<file path="src/rtl/cct_pkg.sv">
package cct_pkg;

    localparam int ADDR_W  = 4;
    localparam int PRE_W   = 4;
    localparam int NFLAG   = 3;

    localparam int FLAG_CAP = 0;
    localparam int FLAG_CMP = 1;
    localparam int FLAG_OVF = 2;

    localparam logic [ADDR_W-1:0] RA_CNT_HI = 4'd0;
    localparam logic [ADDR_W-1:0] RA_CNT_LO = 4'd1;
    localparam logic [ADDR_W-1:0] RA_CAP_HI = 4'd2;
    localparam logic [ADDR_W-1:0] RA_CAP_LO = 4'd3;
    localparam logic [ADDR_W-1:0] RA_CMP_HI = 4'd4;
    localparam logic [ADDR_W-1:0] RA_CMP_LO = 4'd5;
    localparam logic [ADDR_W-1:0] RA_CTRL   = 4'd6;
    localparam logic [ADDR_W-1:0] RA_PINACT = 4'd7;
    localparam logic [ADDR_W-1:0] RA_FLAGS  = 4'd8;
    localparam logic [ADDR_W-1:0] RA_MASK   = 4'd9;

    typedef enum logic [1:0] {
        EDGE_OFF  = 2'b00,
        EDGE_RISE = 2'b01,
        EDGE_FALL = 2'b10,
        EDGE_ANY  = 2'b11
    } edge_sel_e;

    typedef enum logic [1:0] {
        PIN_KEEP   = 2'b00,
        PIN_TOGGLE = 2'b01,
        PIN_LOW    = 2'b10,
        PIN_HIGH   = 2'b11
    } pin_act_e;

    typedef struct packed {
        edge_sel_e   edge_sel;
        logic [1:0]  presc;
    } ctrl_t;

    typedef struct packed {
        logic ovf;
        logic cmp;
        logic cap;
    } flag_vec_t;

    // Mask of prescaler bits that must all be one for a tick.
    function automatic logic [PRE_W-1:0] presc_mask(input logic [1:0] sel);
        case (sel)
            2'b00:   return 4'b0000;
            2'b01:   return 4'b0011;
            2'b10:   return 4'b0111;
            default: return 4'b1111;
        endcase
    endfunction

    function automatic logic edge_hit(input edge_sel_e sel, input logic cur, input logic prev);
        case (sel)
            EDGE_RISE: return cur & ~prev;
            EDGE_FALL: return ~cur & prev;
            EDGE_ANY:  return cur ^ prev;
            default:   return 1'b0;
        endcase
    endfunction

    function automatic logic pin_next(input pin_act_e act, input logic cur);
        case (act)
            PIN_TOGGLE: return ~cur;
            PIN_LOW:    return 1'b0;
            PIN_HIGH:   return 1'b1;
            default:    return cur;
        endcase
    endfunction

endpackage

</file>
<file path="src/rtl/cct_counter.sv">
module cct_counter
    import cct_pkg::*;
#(
    parameter int CNT_W = 16
) (
    input  logic             clk,
    input  logic             rst,
    input  logic [1:0]       presc_sel,
    output logic [CNT_W-1:0] cnt_q,
    output logic             tick,
    output logic             wrap_evt
);

    logic [PRE_W-1:0] pre_q;
    logic [PRE_W-1:0] pre_mask;

    always_comb begin
        pre_mask = presc_mask(presc_sel);
        tick     = ((pre_q & pre_mask) == pre_mask);
        wrap_evt = tick && (cnt_q == {CNT_W{1'b1}});
    end

    always_ff @(posedge clk) begin
        if (rst) begin
            pre_q <= '0;
            cnt_q <= '0;
        end else begin
            pre_q <= pre_q + 1'b1;
            if (tick) begin
                cnt_q <= cnt_q + 1'b1;
            end
        end
    end

endmodule

</file>
<file path="src/rtl/cct_capture.sv">
module cct_capture
    import cct_pkg::*;
#(
    parameter int CNT_W       = 16,
    parameter int SYNC_STAGES = 2
) (
    input  logic             clk,
    input  logic             rst,
    input  logic             pin_in,
    input  edge_sel_e        edge_sel,
    input  logic [CNT_W-1:0] cnt,
    output logic [CNT_W-1:0] cap_q,
    output logic             cap_evt
);

    logic [SYNC_STAGES-1:0] sync_q;
    logic                   prev_q;
    logic                   level;

    always_comb begin
        level   = sync_q[SYNC_STAGES-1];
        cap_evt = edge_hit(edge_sel, level, prev_q);
    end

    always_ff @(posedge clk) begin
        if (rst) begin
            sync_q <= '0;
            prev_q <= 1'b0;
            cap_q  <= '0;
        end else begin
            sync_q <= {sync_q[SYNC_STAGES-2:0], pin_in};
            prev_q <= level;
            if (cap_evt) begin
                cap_q <= cnt;
            end
        end
    end

endmodule

</file>
<file path="src/rtl/cct_compare.sv">
module cct_compare
    import cct_pkg::*;
#(
    parameter int CNT_W = 16
) (
    input  logic             clk,
    input  logic             rst,
    input  logic [CNT_W-1:0] cnt,
    input  logic             tick,
    input  logic [CNT_W-1:0] cmp_val,
    input  pin_act_e         pin_act,
    output logic             match_evt,
    output logic             pin_q
);

    logic [CNT_W-1:0] cnt_nxt;

    always_comb begin
        cnt_nxt   = cnt + 1'b1;
        match_evt = tick && (cnt_nxt == cmp_val);
    end

    always_ff @(posedge clk) begin
        if (rst) begin
            pin_q <= 1'b0;
        end else if (match_evt) begin
            pin_q <= pin_next(pin_act, pin_q);
        end
    end

endmodule

</file>
<file path="src/rtl/capcmp_timer.sv">
module capcmp_timer
    import cct_pkg::*;
#(
    parameter int BUS_W       = 8,
    parameter int SYNC_STAGES = 2
) (
    input  logic              clk,
    input  logic              rst,
    input  logic              bus_rd,
    input  logic              bus_wr,
    input  logic [ADDR_W-1:0] bus_addr,
    input  logic [BUS_W-1:0]  bus_wdata,
    output logic [BUS_W-1:0]  bus_rdata,
    input  logic              cap_pin,
    output logic              cmp_pin,
    output logic              irq
);

    localparam int CNT_W = 2 * BUS_W;

    ctrl_t            ctrl_q;
    pin_act_e         pin_act_q;
    logic [CNT_W-1:0] cmp_q;
    flag_vec_t        flags_q;
    flag_vec_t        mask_q;
    logic [BUS_W-1:0] hold_q;
    logic             hold_vld_q;

    logic [CNT_W-1:0] cnt_q;
    logic [CNT_W-1:0] cap_q;
    logic             cnt_tick;
    logic             wrap_evt;
    logic             cap_evt;
    logic             match_evt;

    flag_vec_t        flag_set;
    flag_vec_t        flag_clr;

    logic             rd_cnt_hi;
    logic             rd_cnt_lo;

    cct_counter #(.CNT_W(CNT_W)) u_counter (
        .clk       (clk),
        .rst       (rst),
        .presc_sel (ctrl_q.presc),
        .cnt_q     (cnt_q),
        .tick      (cnt_tick),
        .wrap_evt  (wrap_evt)
    );

    cct_capture #(.CNT_W(CNT_W), .SYNC_STAGES(SYNC_STAGES)) u_capture (
        .clk      (clk),
        .rst      (rst),
        .pin_in   (cap_pin),
        .edge_sel (ctrl_q.edge_sel),
        .cnt      (cnt_q),
        .cap_q    (cap_q),
        .cap_evt  (cap_evt)
    );

    cct_compare #(.CNT_W(CNT_W)) u_compare (
        .clk       (clk),
        .rst       (rst),
        .cnt       (cnt_q),
        .tick      (cnt_tick),
        .cmp_val   (cmp_q),
        .pin_act   (pin_act_q),
        .match_evt (match_evt),
        .pin_q     (cmp_pin)
    );

    always_comb begin
        rd_cnt_hi    = bus_rd && (bus_addr == RA_CNT_HI);
        rd_cnt_lo    = bus_rd && (bus_addr == RA_CNT_LO);
        flag_set.cap = cap_evt;
        flag_set.cmp = match_evt;
        flag_set.ovf = wrap_evt;
        flag_clr     = (bus_wr && bus_addr == RA_FLAGS) ? flag_vec_t'(bus_wdata[NFLAG-1:0]) : '0;
    end

    // Control, compare and mask registers.
    always_ff @(posedge clk) begin
        if (rst) begin
            ctrl_q    <= '0;
            pin_act_q <= PIN_KEEP;
            cmp_q     <= '1;
            mask_q    <= '0;
        end else if (bus_wr) begin
            case (bus_addr)
                RA_CMP_HI: cmp_q[CNT_W-1:BUS_W] <= bus_wdata;
                RA_CMP_LO: cmp_q[BUS_W-1:0]     <= bus_wdata;
                RA_CTRL:   ctrl_q               <= ctrl_t'(bus_wdata[3:0]);
                RA_PINACT: pin_act_q            <= pin_act_e'(bus_wdata[1:0]);
                RA_MASK:   mask_q               <= flag_vec_t'(bus_wdata[NFLAG-1:0]);
                default:   ;
            endcase
        end
    end

    // Sticky flags: a hardware set overrides a simultaneous clear.
    always_ff @(posedge clk) begin
        if (rst) begin
            flags_q <= '0;
        end else begin
            flags_q <= (flags_q & ~flag_clr) | flag_set;
        end
    end

    // Low-part freeze for coherent counter reads.
    always_ff @(posedge clk) begin
        if (rst) begin
            hold_q     <= '0;
            hold_vld_q <= 1'b0;
        end else if (rd_cnt_hi) begin
            hold_q     <= cnt_q[BUS_W-1:0];
            hold_vld_q <= 1'b1;
        end else if (rd_cnt_lo) begin
            hold_vld_q <= 1'b0;
        end
    end

    always_comb begin
        case (bus_addr)
            RA_CNT_HI: bus_rdata = cnt_q[CNT_W-1:BUS_W];
            RA_CNT_LO: bus_rdata = hold_vld_q ? hold_q : cnt_q[BUS_W-1:0];
            RA_CAP_HI: bus_rdata = cap_q[CNT_W-1:BUS_W];
            RA_CAP_LO: bus_rdata = cap_q[BUS_W-1:0];
            RA_CMP_HI: bus_rdata = cmp_q[CNT_W-1:BUS_W];
            RA_CMP_LO: bus_rdata = cmp_q[BUS_W-1:0];
            RA_CTRL:   bus_rdata = BUS_W'(ctrl_q);
            RA_PINACT: bus_rdata = BUS_W'(pin_act_q);
            RA_FLAGS:  bus_rdata = BUS_W'(flags_q);
            RA_MASK:   bus_rdata = BUS_W'(mask_q);
            default:   bus_rdata = '0;
        endcase
        irq = |(flags_q & mask_q);
    end

endmodule

</file>
<file path="config.mk">
export PLATFORM = sky130hd
export DESIGN_NAME = capcmp_timer
export DESIGN_NICKNAME = d
export VERILOG_FILES = /design/src/rtl/cct_pkg.sv /design/src/rtl/cct_counter.sv /design/src/rtl/cct_capture.sv /design/src/rtl/cct_compare.sv /design/src/rtl/capcmp_timer.sv
export SDC_FILE = /design/constraint.sdc
export NUM_CORES = 1
export LEC_CHECK = 0
export BUFFER_PORTS_ARGS = -buffer_cell sky130_fd_sc_hd__buf_2
export CORE_MARGIN = 10
export CORE_UTILIZATION = 45
export DETAILED_ROUTE_END_ITERATION = 7
export GPL_TIMING_DRIVEN = 0
export SLEW_MARGIN = 30
export SYNTH_ARGS = -nofsm -noshare
export SYNTH_HDL_FRONTEND = slang
export SYNTH_SLANG_ARGS = --single-unit
export TNS_END_PERCENT = 1
</file>
<file path="constraint.sdc">
create_clock -name clk -period 2.52 [get_ports clk]
set_input_delay 0.252 -clock clk [delete_from_list [all_inputs] [get_ports clk]]
set_output_delay 0.252 -clock clk [all_outputs]
set_load 0.02 [all_outputs]
</file>
; Word-level counts from Yosys, hierarchy flattened
; Index checks and enable logic that the tools add are counted.
; W data, S select, Z words.
[op_classes]
n_bitwise = 11
reduce_logical = 16
eq_ne = 20
mux = 8
n_addsub = 2
[ops]
columns = operator, n
row1 = $pmux W8 S10, 1
row2 = $add A16 B1 Y16 const B, 1
row3 = $eq A16 B16 Y1, 1
row4 = $eq A16 B16 Y1 const B, 1
row5 = $eq A4 B3 Y1 const B, 4
row6 = $pmux W4 S3, 1
row7 = $reduce_and A2 Y1, 6
row8 = $eq A2 B2 Y1 const B, 5
row9 = $eq A4 B2 Y1 const B, 2
row10 = $eq A4 B4 Y1 const B, 2
row11 = $mux W8, 1
row12 = $and A3 B3 Y3, 2
row13 = $eq A2 B1 Y1 const B, 3
row14 = $pmux W1 S3, 2
row15 = $logic_and A1 B1 Y1, 5
row16 = $add A4 B1 Y4 const B, 1
row17 = $and A4 B4 Y4, 1
row18 = $eq A4 B1 Y1 const B, 1
row19 = $eq A4 B4 Y1, 1
row20 = $logic_not A4 Y1, 1
row21 = $mux W3, 1
row22 = $not A1 Y1, 3
row23 = $not A3 Y3, 1
row24 = $or A3 B3 Y3, 1
row25 = other kinds (7), 9
[word_totals]
word_cells = 76
output_inout_bits = 10
ff_bits = 77

; Depth between registers and ports, before layout
; Gate-level depths: netlist of the first run.
[logic_depth]
depth_word = 6
depth_mapped = 10
ltp_nobuf = 8

; Cells and area by module
; Synthesis of the first run repeated with hierarchy kept, for this count alone.
[hier_totals]
hier_cells = 513
hier_area_um2 = 4657.0
[modules_own_cells]
columns = mod, seq_area_each_um2, instances, area_each_um2, cells_each
row1 = capcmp_timer, 740.7, 1, 2073.2, 243
row2 = cct_counter, 400.4, 1, 957.2, 102
row3 = cct_capture, 380.4, 1, 885.8, 76
row4 = cct_compare, 20.0, 1, 740.7, 92

; Worst setup path after synthesis of the first run
; OpenSTA, ideal clock, no wires.
[synth_path]
kind = register to register
from = register u_counter.cnt_q[1]
to = register u_compare.pin_q
path_slack_ns = 0.537
path_stages_with_launch = 8
setup_ns = 0.120
arrival_ns = 1.864
n_path_buf = 1
cell_sequence = dfxtp_1 buf_2 nand3_1 or3_1 a2111oi_2 nor4b_2 a41oi_1 a211o_1
[synth_via]
elab_chain_len = 4
[synth_rtl]
columns = item, line_no
row1 = "start, declared", cct_counter.sv:9  ; output logic [CNT_W-1:0] cnt_q,
row2 = "start signal, assigned", cct_counter.sv:30  ; cnt_q <= cnt_q + 1'b1;
row3 = $add A16 B1 Y16, cct_compare.sv:19  ; cnt_nxt = cnt + 1'b1;
row4 = $eq A16 B16 Y1, cct_compare.sv:20  ; match_evt = tick && (cnt_nxt == cmp_val);
row5 = $logic_and A1 B1 Y1, cct_compare.sv:20
row6 = $reduce_and A2 Y1 (no source line), -
row7 = "end signal, assigned", cct_compare.sv:27  ; pin_q <= pin_next(pin_act, pin_q);
row8 = "end, declared", cct_compare.sv:13  ; output logic pin_q
; No other way between the ends.
; A chain may end at the register's enable or synchronous reset.

; Worst setup path in the final report of the first run
[layout_path]
from = register u_counter.cnt_q[3]
to = output port bus_rdata[3]
[layout_via]
elab_chain_len = 2
[layout_rtl]
columns = item, line_no
row1 = $mux W8, capcmp_timer.sv:125  ; RA_CNT_LO: bus_rdata = hold_vld_q ? hold_q : cnt_q[BUS_W-1:0];
row2 = $pmux W8 S10, capcmp_timer.sv:123  ; case (bus_addr)
row3 = "end, declared", capcmp_timer.sv:13  ; output logic [BUS_W-1:0] bus_rdata,
; No other way between the ends.

==> results of run 1 <==
## synthesized netlist by cell type (all sizes together) (3+ instances only)
library cell and number:
a211o 3, a21oi 17, a221oi 6, a31oi 4, a32oi 3, and2 3, and3 8, and4 3
buf 12, clkbuf 28, dfxtp 77, ha 4, inv 9, mux2 3, mux2i 38, nand2 66
nand2b 10, nand3 20, nand3b 17, nand4 10, nor2 53, nor2b 7, nor3 9, nor4 3
nor4b 3, o21ai 13, o22ai 4, or3 3, xnor2 17, xor2 19
## registers in the layout (all words and copies together) (netlist names)
register,cells
u_capture.prev_q,1
flags_q,3
hold_vld_q,1
pin_act_q,2
u_compare.pin_q,1
u_counter.pre_q,4
hold_q,8
cmp_q,16
mask_q,3
u_counter.cnt_q,16
u_capture.cap_q,16
u_capture.sync_q,2
ctrl_q,4
## worst register-to-register path: stages, from the launching register on
cell,delay [ns]
dfxtp_1,0.35
inv_1,0.05
ha_1,0.28
mux2i_1,0.13
nand2_1,0.06
o21ai_0,0.08
buf_1,0.54
buf_2,0.43
mux2i_1,0.24
nor2_1,0.06
## final cells by class
type / instances / area [sq um] / share of cell area
Inverter: 9 / 33.8 / 0.00738
Sequential cell: 77 / 1540 / 0.337
Buffer: 38 / 169 / 0.0369
Clock buffer: 9 / 124 / 0.0270
Timing Repair Buffer: 24 / 120 / 0.0262
Multi-Input combinational cell: 372 / 2410 / 0.527
Clock inverter: 7 / 42.5 / 0.00929
Tap cell: 108 / 135 / 0.0295
## routing by layer
metal	GRT usage	vias to the layer above
li1	-	1799
met1	0.256	1829
met5	0	-
met3	0.0310	24
met2	0.284	111
met4	0.0726	0
## cell families (layout without fill, tap and decap cells)
| kind of cell | after synthesis | in the layout |
|---|---|---|
| compound gates | 68 | 68 |
| mux | 41 | 41 |
| simple gates | 222 | 222 |
| xor+xnor | 37 | 37 |
| flops | 77 | 77 |
| buf+inv | 49 | 87 |
| fa+ha+maj | 4 | 4 |
## final timing paths
| kind | from | to | slack, ns |
|---|---|---|---|
| worst max-delay path | u_counter.cnt_q[3]$_SDFFE_PP0P_ | bus_rdata[3] | 0.12 |
| worst min-delay path | cap_pin | u_capture.sync_q[0]$_SDFF_PP0_ | 0.11 |
| worst max register to register | u_capture.prev_q$_SDFF_PP0_ | u_capture.cap_q[13]$_SDFFE_PP0P_ | 0.17 |
| worst min register to register | hold_q[6]$_SDFFE_PP0P_ | hold_q[6]$_SDFFE_PP0P_ | 0.46 |
## what timing repair did
action | 4_1_cts | 5_1_grt
gates cloned | 0 | 0
hold buffers | 0 | 0
hold endpoints to repair | 0 | 0
gates resized for setup | 0 | 7
setup endpoints to repair | 1 | 5
## power by group
part / switching, mW / internal (mW)
clock network: 0.476 / 0.350
logic: 0.150 / 0.0812
registers: 0.0199 / 1.24
total: 0.646 / 1.67
==> flow_metrics.tcl, run 1 <==
set metrics [dict create \
    status "completed" \
    synth_edf_count 0 \
    dp_hpwl_mm 8.94 \
    period_share 0.952 \
    finalWeightedCongestion 0.907 \
    final_area_sq_um 4580 \
    drt_iter0_markers 280 \
    seq_area_frac_synth 0.372 \
    placed_cell_area_sq_um 4400 \
    instances_no_fill 644 \
    max_stage_delay_ns 0.37 \
    die_h_um 116 \
    path_clk_slew_ns 0.09 \
    core_sq_um 8850 \
    pwr_density_cell_nw_per_um2 505 \
    final_nets 552 \
    areaGrowthSynthToFinish_pct 10.6 \
    start_util 0.468 \
    dr.pass1.iters 5 \
    grt_max_degree 14 \
    cp.required_ns 2.27 \
    hold_violations 0 \
    drive_above_1_share 0.118 \
    critPathBufInv 2 \
    cts_root_buffer "clkbuf_8" \
    post_cts_buffers 0 \
    vias_per_cell 5.84 \
    min_path_type "in -> reg" \
    drc_errors 0 \
    wl_met3_um 533 \
    pin_count 27 \
    peakVddDrop_uv 285 \
    final_antenna_net_count 0 \
    drt-total-wl_mm 12.1 \
    ys.flop_type "dfxtp_1" \
    cts_buffers 9 \
    layout_min_cycle_time_ns 2.40 \
    cp_max_fo 10 \
    synthCells 498 \
    pre_cts_ws_ns 0.0491 \
    synth_top_area_share 0.372 \
    max_slew_margin 0.315 \
    grt_use_total 0.186 \
    grt_pass1_vias 3582 \
    clock_latency_ns 0.35 \
    synth_top_family_by_area "simple AND/OR/NAND/NOR gates" \
    antenna_found_initial 0 \
    leakagePower_nw 1.77 \
    die_w_um 116 \
    synth_top_area_cell "dfxtp_1" \
    tightestPinTransition_ns 1.01 \
    arrival_ns 2.15 \
    cts.sinks 77 \
    worstPathCellList "clkbuf_1 -> mux2i_1 -> o21ai_0 -> a221oi_1 -> o21ai_0 -> a21o_1 -> buf_2" \
    endpoint_kind "output port" \
    crit_top_cell "o21ai_0" \
    critPathTopFamily "compound AO/OA/AOI/OAI gates" \
    fin_skew_ns 0.0132 \
    htreeDepth 3 \
    setup_ws_ns 0.122 \
    avgRoutedWirePerCell_um 18.7 \
    ys.warnings.count 0 \
    synthArstFlopShare 0 \
    syn_avg_cell_area_sq_um 8.32 \
    rsz0062_at_grt "true" \
    met2_length_mm 5.47 \
    cp.depth 7 \
    row_count 34 \
    synthAdderAreaFrac 0.0121 \
    post-route-util 0.518 \
    place_inst 630 \
    ff2ff_path_depth 9 \
    cts_buffer_depth 2 \
    vias 3763 \
    power_mw 2.31 \
    grt_pass1_wl_mm 19.6 \
    dieArea_sq_um 13400 \
    synth_area_sq_um 4140 \
    fin_hold_ws_ns 0.111 \
    met1_length_mm 5.76 \
    crit_slowest_cell "dfxtp_1" \
    finalSetupViolations 0 \
    worstHoldPathCells 2 \
    drv_slew 0 \
    finalSetupTns_ns 0 \
    synth_mux_area_frac 0.100 \
    synth-seq-cells 77 \
    setup.worst_path.start_class "flop" \
    synth_compound_area_frac 0.111 \
    clock.fmax_mhz 417 \
    cap_viol_max_count 0 \
    cts_tree "done" \
    synthXorXnorAreaFrac 0.0819 \
    synthSimpleGateAreaFrac 0.272 \
    ys_top_cells_by_area "dfxtp_1 (37%), mux2i_1 (9.2%), nand2_1 (6.0%), nor2_1 (4.8%), xor2_1 (4.0%)" \
    layout_commonest_cell "dfxtp_1" \
    portBuffers 24 \
    ys_types 55 \
    antenna_cells 0 \
    critPathKind "reg -> out" \
    grt-ovfl-total 0 \
    fillers 888 \
    layout_common_cells "dfxtp_1 (75), nand2_1 (66), nor2_1 (53)" \
    syn_nets 519 \
    routed.top_layer "met4" \
]
Power figures use the tool's default switching activity.
==> inputs of run 2 (changes only) <==
--- a/config.mk
+++ b/config.mk
@@ -10,6 +10,7 @@
 export CORE_UTILIZATION = 45
 export DETAILED_ROUTE_END_ITERATION = 7
 export GPL_TIMING_DRIVEN = 0
+export PLACE_DENSITY = 0.62
 export SLEW_MARGIN = 30
 export SYNTH_ARGS = -nofsm -noshare
 export SYNTH_HDL_FRONTEND = slang
==> run 2 against run 1 <==
Against the previous run: the flow now finishes with violations (setup timing); global-route usage shrank 0.075 points; combinational power about the same; sequential cell count stayed put; critical endpoint is now u_compare.pin_q$_SDFFE_PP0P_; utilization is 0.54 points higher; largest cell class unchanged; sequential share of layout area is 0.40 points lower.
==> flow_metrics.tcl, run 2 (synthesized netlist as in run 1, its figures left out) <==
set metrics [dict create \
    hold_violations 0 \
    grt-ovfl-total 0 \
    cp.required_ns 2.77 \
    dr.pass1.iters 5 \
    start_util 0.468 \
    areaGrowthSynthToFinish_pct 11.8 \
    grt_use_total 0.185 \
    die_w_um 116 \
    status "finished, violations left" \
    min_path_type "in -> reg" \
    cts_buffers 9 \
    avgRoutedWirePerCell_um 18.4 \
    dp_hpwl_mm 8.88 \
    portBuffers 24 \
    arrival_ns 2.77 \
    clock_latency_ns 0.36 \
    cts_buffer_depth 2 \
    drive_above_1_share 0.114 \
    critPathKind "reg -> reg" \
    setup_ws_ns -0.00149 \
    pwr_density_cell_nw_per_um2 546 \
    path_clk_slew_ns 0.09 \
    setup.worst_path.start_class "flop" \
    finalSetupViolations 1 \
    max_slew_margin 0.470 \
    crit_slowest_cell "nor4_1" \
    pin_count 27 \
    period_share 1.00 \
    drt-total-wl_mm 11.9 \
    critPathTopFamily "simple AND/OR/NAND/NOR gates" \
    endpoint_kind "flop" \
    crit_top_cell "clkbuf_1" \
    max_stage_delay_ns 0.47 \
    cp-startpoint "u_counter.cnt_q[11]$_SDFFE_PP0P_" \
    htreeDepth 3 \
    leakagePower_nw 1.78 \
    cts.sinks 77 \
    cts_hold_buffers 0 \
    grt_pass1_wl_mm 19.7 \
    worstPathCellList "clkbuf_1 -> and4_1 -> clkbuf_1 -> nand4_1 -> xnor2_1 -> nor4_1 -> a41oi_1 -> a211o_1" \
    final_nets 553 \
    grt_max_degree 14 \
    antenna_cells 0 \
    place_inst 630 \
    cts_root_buffer "clkbuf_8" \
    cts_tree "done" \
    dieArea_sq_um 13400 \
    layout_commonest_cell "dfxtp_1" \
    layout_common_cells "dfxtp_1 (77), nand2_1 (66), nor2_1 (53)" \
    min_from "cap_pin" \
    placed_cell_area_sq_um 4400 \
    core_sq_um 8850 \
    final_antenna_net_count 0 \
    row_count 34 \
    peakVddDrop_uv 276 \
    fin_skew_ns 0.0106 \
    rsz0062_at_grt "true" \
    top_regs "cmp_q (16), u_capture.cap_q (16), u_counter.cnt_q (16)" \
    cp_max_fo 7 \
    rr_startpoint "u_counter.cnt_q[11]$_SDFFE_PP0P_" \
    clock.fmax_mhz 397 \
    die_h_um 116 \
    finalWeightedCongestion 0.900 \
    instances_no_fill 645 \
    antenna_found_initial 0 \
    violations "setup timing" \
    drv_slew 0 \
    drc_errors 0 \
    cap_viol_max_count 0 \
    finalSetupTns_ns -0.00149 \
    critPathBufInv 2 \
    final_area_sq_um 4630 \
    grt_pass1_vias 3658 \
    vias_per_cell 5.86 \
    tightestPinTransition_ns 0.792 \
    drt_iter0_markers 325 \
    layout_min_cycle_time_ns 2.52 \
    vias 3780 \
]
-- run 2: worst paths after layout --
kind / end / slack (ns) / cells after the start
setup / recovery: u_compare.pin_q$_SDFFE_PP0P_ / -0.001 / 8
hold reg to reg: u_capture.sync_q[1]$_SDFF_PP0_ / 0.45 / 1
hold / removal: u_capture.sync_q[0]$_SDFF_PP0_ / 0.10 / 2
setup reg to reg: u_compare.pin_q$_SDFFE_PP0P_ / -0.001 / 8
-- run 2: timing repair --
item / 4_1_cts / 5_1_grt
buffers inserted: 0 / 0
pin swaps: 0 / 0
endpoints found under the setup margin: 1 / 5
gates resized for setup: 0 / 4
-- run 2: through the flow --
| step | utilization | setup slack (ns) | hold slack, ns | power, mW |
|---|---|---|---|---|
| after floorplan | - | 0.537 | 0.373 | 1.43 |
| after global placement | 0.497 | 0.0385 | 0.417 | 1.50 |
| after detailed placement | 0.497 | 0.0395 | 0.429 | 1.51 |
| after CTS | 0.521 | 0.0108 | 0.0965 | 2.53 |
| after global routing | 0.523 | -0.111 | 0.132 | 2.62 |
| final | 0.523 | -0.00149 | 0.103 | 2.53 |
-- run 2: worst reg2reg max path: cells and delay by family, from the launching register on --
kind	cells	cell delay, ns
flip-flops	1	0.31
XOR/XNOR	1	0.16
AND/OR/NAND/NOR	3	0.88
buffers and inverters	2	0.61
AO/OA/AOI/OAI	2	0.44
-- run 2: metal layers --
| layer | GRT usage | up-vias | part of all wire |
|---|---|---|---|
| li1 | - | 1799 | - |
| met5 | 0 | - | 0 |
| met1 | 0.250 | 1812 | 0.47 |
| met3 | 0.0315 | 29 | 0.056 |
| met4 | 0.0884 | 0 | 0.036 |
| met2 | 0.282 | 140 | 0.44 |
-- run 2: layout make-up --
| cell class | count | area, sq um |
|---|---|---|
| sequential | 77 | 1540 |
| buffer | 39 | 173 |
| multi-input combinational | 372 | 2410 |
| fill | 901 | 4220 |
| clock inverter | 6 | 87.6 |
| timing repair buffer | 24 | 120 |
| inverter | 9 | 33.8 |
| clock buffer | 10 | 128 |
| tap | 108 | 135 |
-- run 2: where the power goes --
| part | switching (mW) | internal (mW) |
|---|---|---|
| clock network | 0.485 | 0.558 |
| registers | 0.0199 | 1.24 |
| logic | 0.147 | 0.0815 |
| total | 0.652 | 1.88 |
==> inputs of run 3 (changes only) <==
--- a/config.mk
+++ b/config.mk
@@ -6,6 +6,7 @@
 export NUM_CORES = 1
 export LEC_CHECK = 0
 export BUFFER_PORTS_ARGS = -buffer_cell sky130_fd_sc_hd__buf_2
+export CAP_MARGIN = 20
 export CORE_MARGIN = 10
 export CORE_UTILIZATION = 45
 export DETAILED_ROUTE_END_ITERATION = 7
@@ -14,5 +15,6 @@
 export SLEW_MARGIN = 30
 export SYNTH_ARGS = -nofsm -noshare
 export SYNTH_HDL_FRONTEND = slang
+export SYNTH_HIERARCHICAL = 1
 export SYNTH_SLANG_ARGS = --single-unit
 export TNS_END_PERCENT = 1
==> run 3 against run 2 <==
Against the previous run: highest routed layer unchanged; total power up 7.2%; the flow now finishes without violations; largest power group unchanged; sequential cell count unchanged; setup slack improved by 0.060 ns; critical path depth increased by 5; via count rose by 15%.
==> flow_metrics.tcl, run 3 <==
set metrics [dict create \
    status "completed" \
    multiInputGateArea_sq_um 2980 \
    row_count 37 \
    hold_violations 0 \
    antenna_cells 0 \
    htreeDepth 3 \
    power_mw 2.71 \
    dieArea_sq_um 14800 \
    drt_iter0_markers 344 \
    synth-seq-cells 77 \
    leakagePower_nw 2.40 \
    fillers 986 \
    layout_commonest_cell "dfxtp_1" \
    seq_area_frac_synth 0.331 \
    start_util 0.457 \
    drt-total-wl_mm 14.3 \
    synthCells 513 \
    layout_min_cycle_time_ns 2.46 \
    cts_root_buffer "clkbuf_8" \
    final_antenna_net_count 0 \
    die_w_um 122 \
    critPathBufInv 2 \
    antenna_found_initial 0 \
    cts_hold_buffers 0 \
    tightestPinTransition_ns 0.758 \
    portBuffers 26 \
    endpoint_kind "flop" \
    finalWeightedCongestion 0.894 \
    synth_edf_count 0 \
    pwr_density_cell_nw_per_um2 489 \
    cp.required_ns 2.82 \
    ys_types 80 \
    critPathKind "reg -> reg" \
    ys.flop_type "dfxtp_1" \
    dp_hpwl_mm 9.89 \
    grt_use_total 0.195 \
    cts.sinks 77 \
    rsz0062_at_grt "true" \
    path_clk_slew_ns 0.08 \
    synth_area_sq_um 4660 \
    crit_slowest_cell "dfxtp_4" \
    grt_max_degree 15 \
    peakVddDrop_uv 334 \
    avgRoutedWirePerCell_um 19.9 \
    synth_top_area_cell "dfxtp_1" \
    vias 4349 \
    drive_above_1_share 0.246 \
    layout.area.seq_sq_um 1590 \
    syn_avg_cell_area_sq_um 9.08 \
    worstPathCellList "nor2b_4 -> o21a_1 -> buf_6 -> nor2_4 -> nand3_2 -> a311oi_2 -> buf_4 -> nand2_2 -> nor3_2 -> o21ai_1 -> a211oi_2 -> a21oi_1 -> nor2_1" \
    min_path_type "in -> reg" \
    drc_errors 0 \
    setup.worst_path.start_class "flop" \
    areaGrowthSynthToFinish_pct 18.9 \
    cts_tree "done" \
    pin_count 27 \
    dr.pass1.iters 5 \
    post-synth-top-count-cell "dfxtp_1" \
    cap_viol_max_count 0 \
    die_h_um 122 \
    max_slew_margin 0.491 \
    top_regs "cmp_q (16), u_capture/cap_q (16), u_counter/cnt_q (16)" \
    synth_commonest_cells "dfxtp_1 (77), nand2_1 (53), nor2_1 (43)" \
    critPathTopFamily "compound AO/OA/AOI/OAI gates" \
    synthArstFlopShare 0 \
    syn_nets 535 \
    synth_top_area_share 0.331 \
    cts_buffers 9 \
    drv_slew 0 \
    post-route-util 0.544 \
    cts_buffer_depth 2 \
    cp_max_fo 7 \
    grt-ovfl-total 0 \
    fin_skew_ns 0.0108 \
    final_nets 599 \
    period_share 0.977 \
    core_sq_um 10200 \
    vias_per_cell 6.06 \
    ys.warnings.count 6 \
    clock.fmax_mhz 406 \
    ys_top_cells_by_area "dfxtp_1 (33%), mux2i_1 (5.4%), nand2_1 (4.3%), xnor2_1 (4.1%), a221o_1 (3.7%)" \
    arrival_ns 2.76 \
    grt_pass1_vias 4160 \
    clock_latency_ns 0.37 \
    layout_common_cells "dfxtp_1 (63), nand2_1 (52), nor2_1 (42)" \
    max_stage_delay_ns 0.38 \
    finalSetupViolations 0 \
    grt_pass1_wl_mm 22.7 \
]
-- run 3: cell types whose count changed in the layout (fill, tap and decap cells not counted), moves of 9 or more --
cell      change
a221o_1      +16
buf_2        +12
buf_4        +25
clkbuf_1     -18
dfxtp_1      -14
dfxtp_4      +13
mux2_1       +10
mux2i_1      -13
nand2_1      -14
nand2b_1      -9
nor2_1       -11
o211a_1      +16
o21ai_1      +12
-- run 3: kinds of logic after synthesis --
kind of cell               synth area share
and+or+nand+nor                       0.262
AOI/OAI and AO/OA                     0.189
DFF                                   0.331
buffers and inverters                0.0459
muxes                                0.0860
xor gates and xnor gates             0.0728
adders and majority gates            0.0134
-- run 3: worst paths after layout --
check                                               startpoint  slack [ns]  depth (start not counted)                        endpoint
worst min-delay path                                   cap_pin         0.1                          2  u_capture/sync_q[0]$_SDFF_PP0_
worst min register to register  u_capture/sync_q[0]$_SDFF_PP0_        0.44                          1  u_capture/sync_q[1]$_SDFF_PP0_
worst max-delay path                    ctrl_q[0]$_SDFFE_PP0P_        0.06                         13           flags_q[1]$_SDFF_PP0_
worst max register to register          ctrl_q[0]$_SDFFE_PP0P_        0.06                         13           flags_q[1]$_SDFF_PP0_
-- run 3: metal layers --
layer | vias up | GRT usage | wire [um]
li1 | 2042 | - | -
met1 | 2131 | 0.250 | 6390
met2 | 148 | 0.310 | 6610
met4 | 0 | 0.0879 | 408
met5 | - | 0 | 0
met3 | 28 | 0.0407 | 897
-- run 3: per-stage QoR --
step	area (sq um)	cells	TNS, ns	hold WS (ns)	setup slack, ns
after floorplan	4660	513	0	0.319	0.0609
after global placement	4960	675	-0.725	0.422	-0.456
after detailed placement	4960	675	-0.815	0.428	-0.523
after CTS	5450	710	0	0.0853	0.000418
after global routing	5540	718	-0.0860	0.0982	-0.0454
final	5540	718	0	0.0954	0.0586
-- run 3: area by class of cell --
| type | count | share of cell area |
|---|---|---|
| clock buffers | 10 | 0.0249 |
| repair buffers | 53 | 0.0601 |
| flip-flops and latches | 77 | 0.287 |
| multi-input cells | 394 | 0.538 |
| clock inverters | 6 | 0.0199 |
| inverters | 10 | 0.00678 |
| plain buffers | 32 | 0.0319 |
| well taps | 136 | 0.0307 |
-- run 3: timing repair --
item / 4_1_cts / 5_1_grt
gates resized for setup: 36 / 8
setup buffers: 19 / 8
endpoints found under the hold margin: 0 / 0
gates cloned: 0 / 0
endpoints found under the setup margin: 2 / 2
pin swaps: 4 / 9
-- run 3: power breakdown --
part	internal, mW	total (mW)	switching (mW)
Clock	0.683	1.18	0.494
Sequential	1.23	1.25	0.0269
Combinational	0.111	0.279	0.168
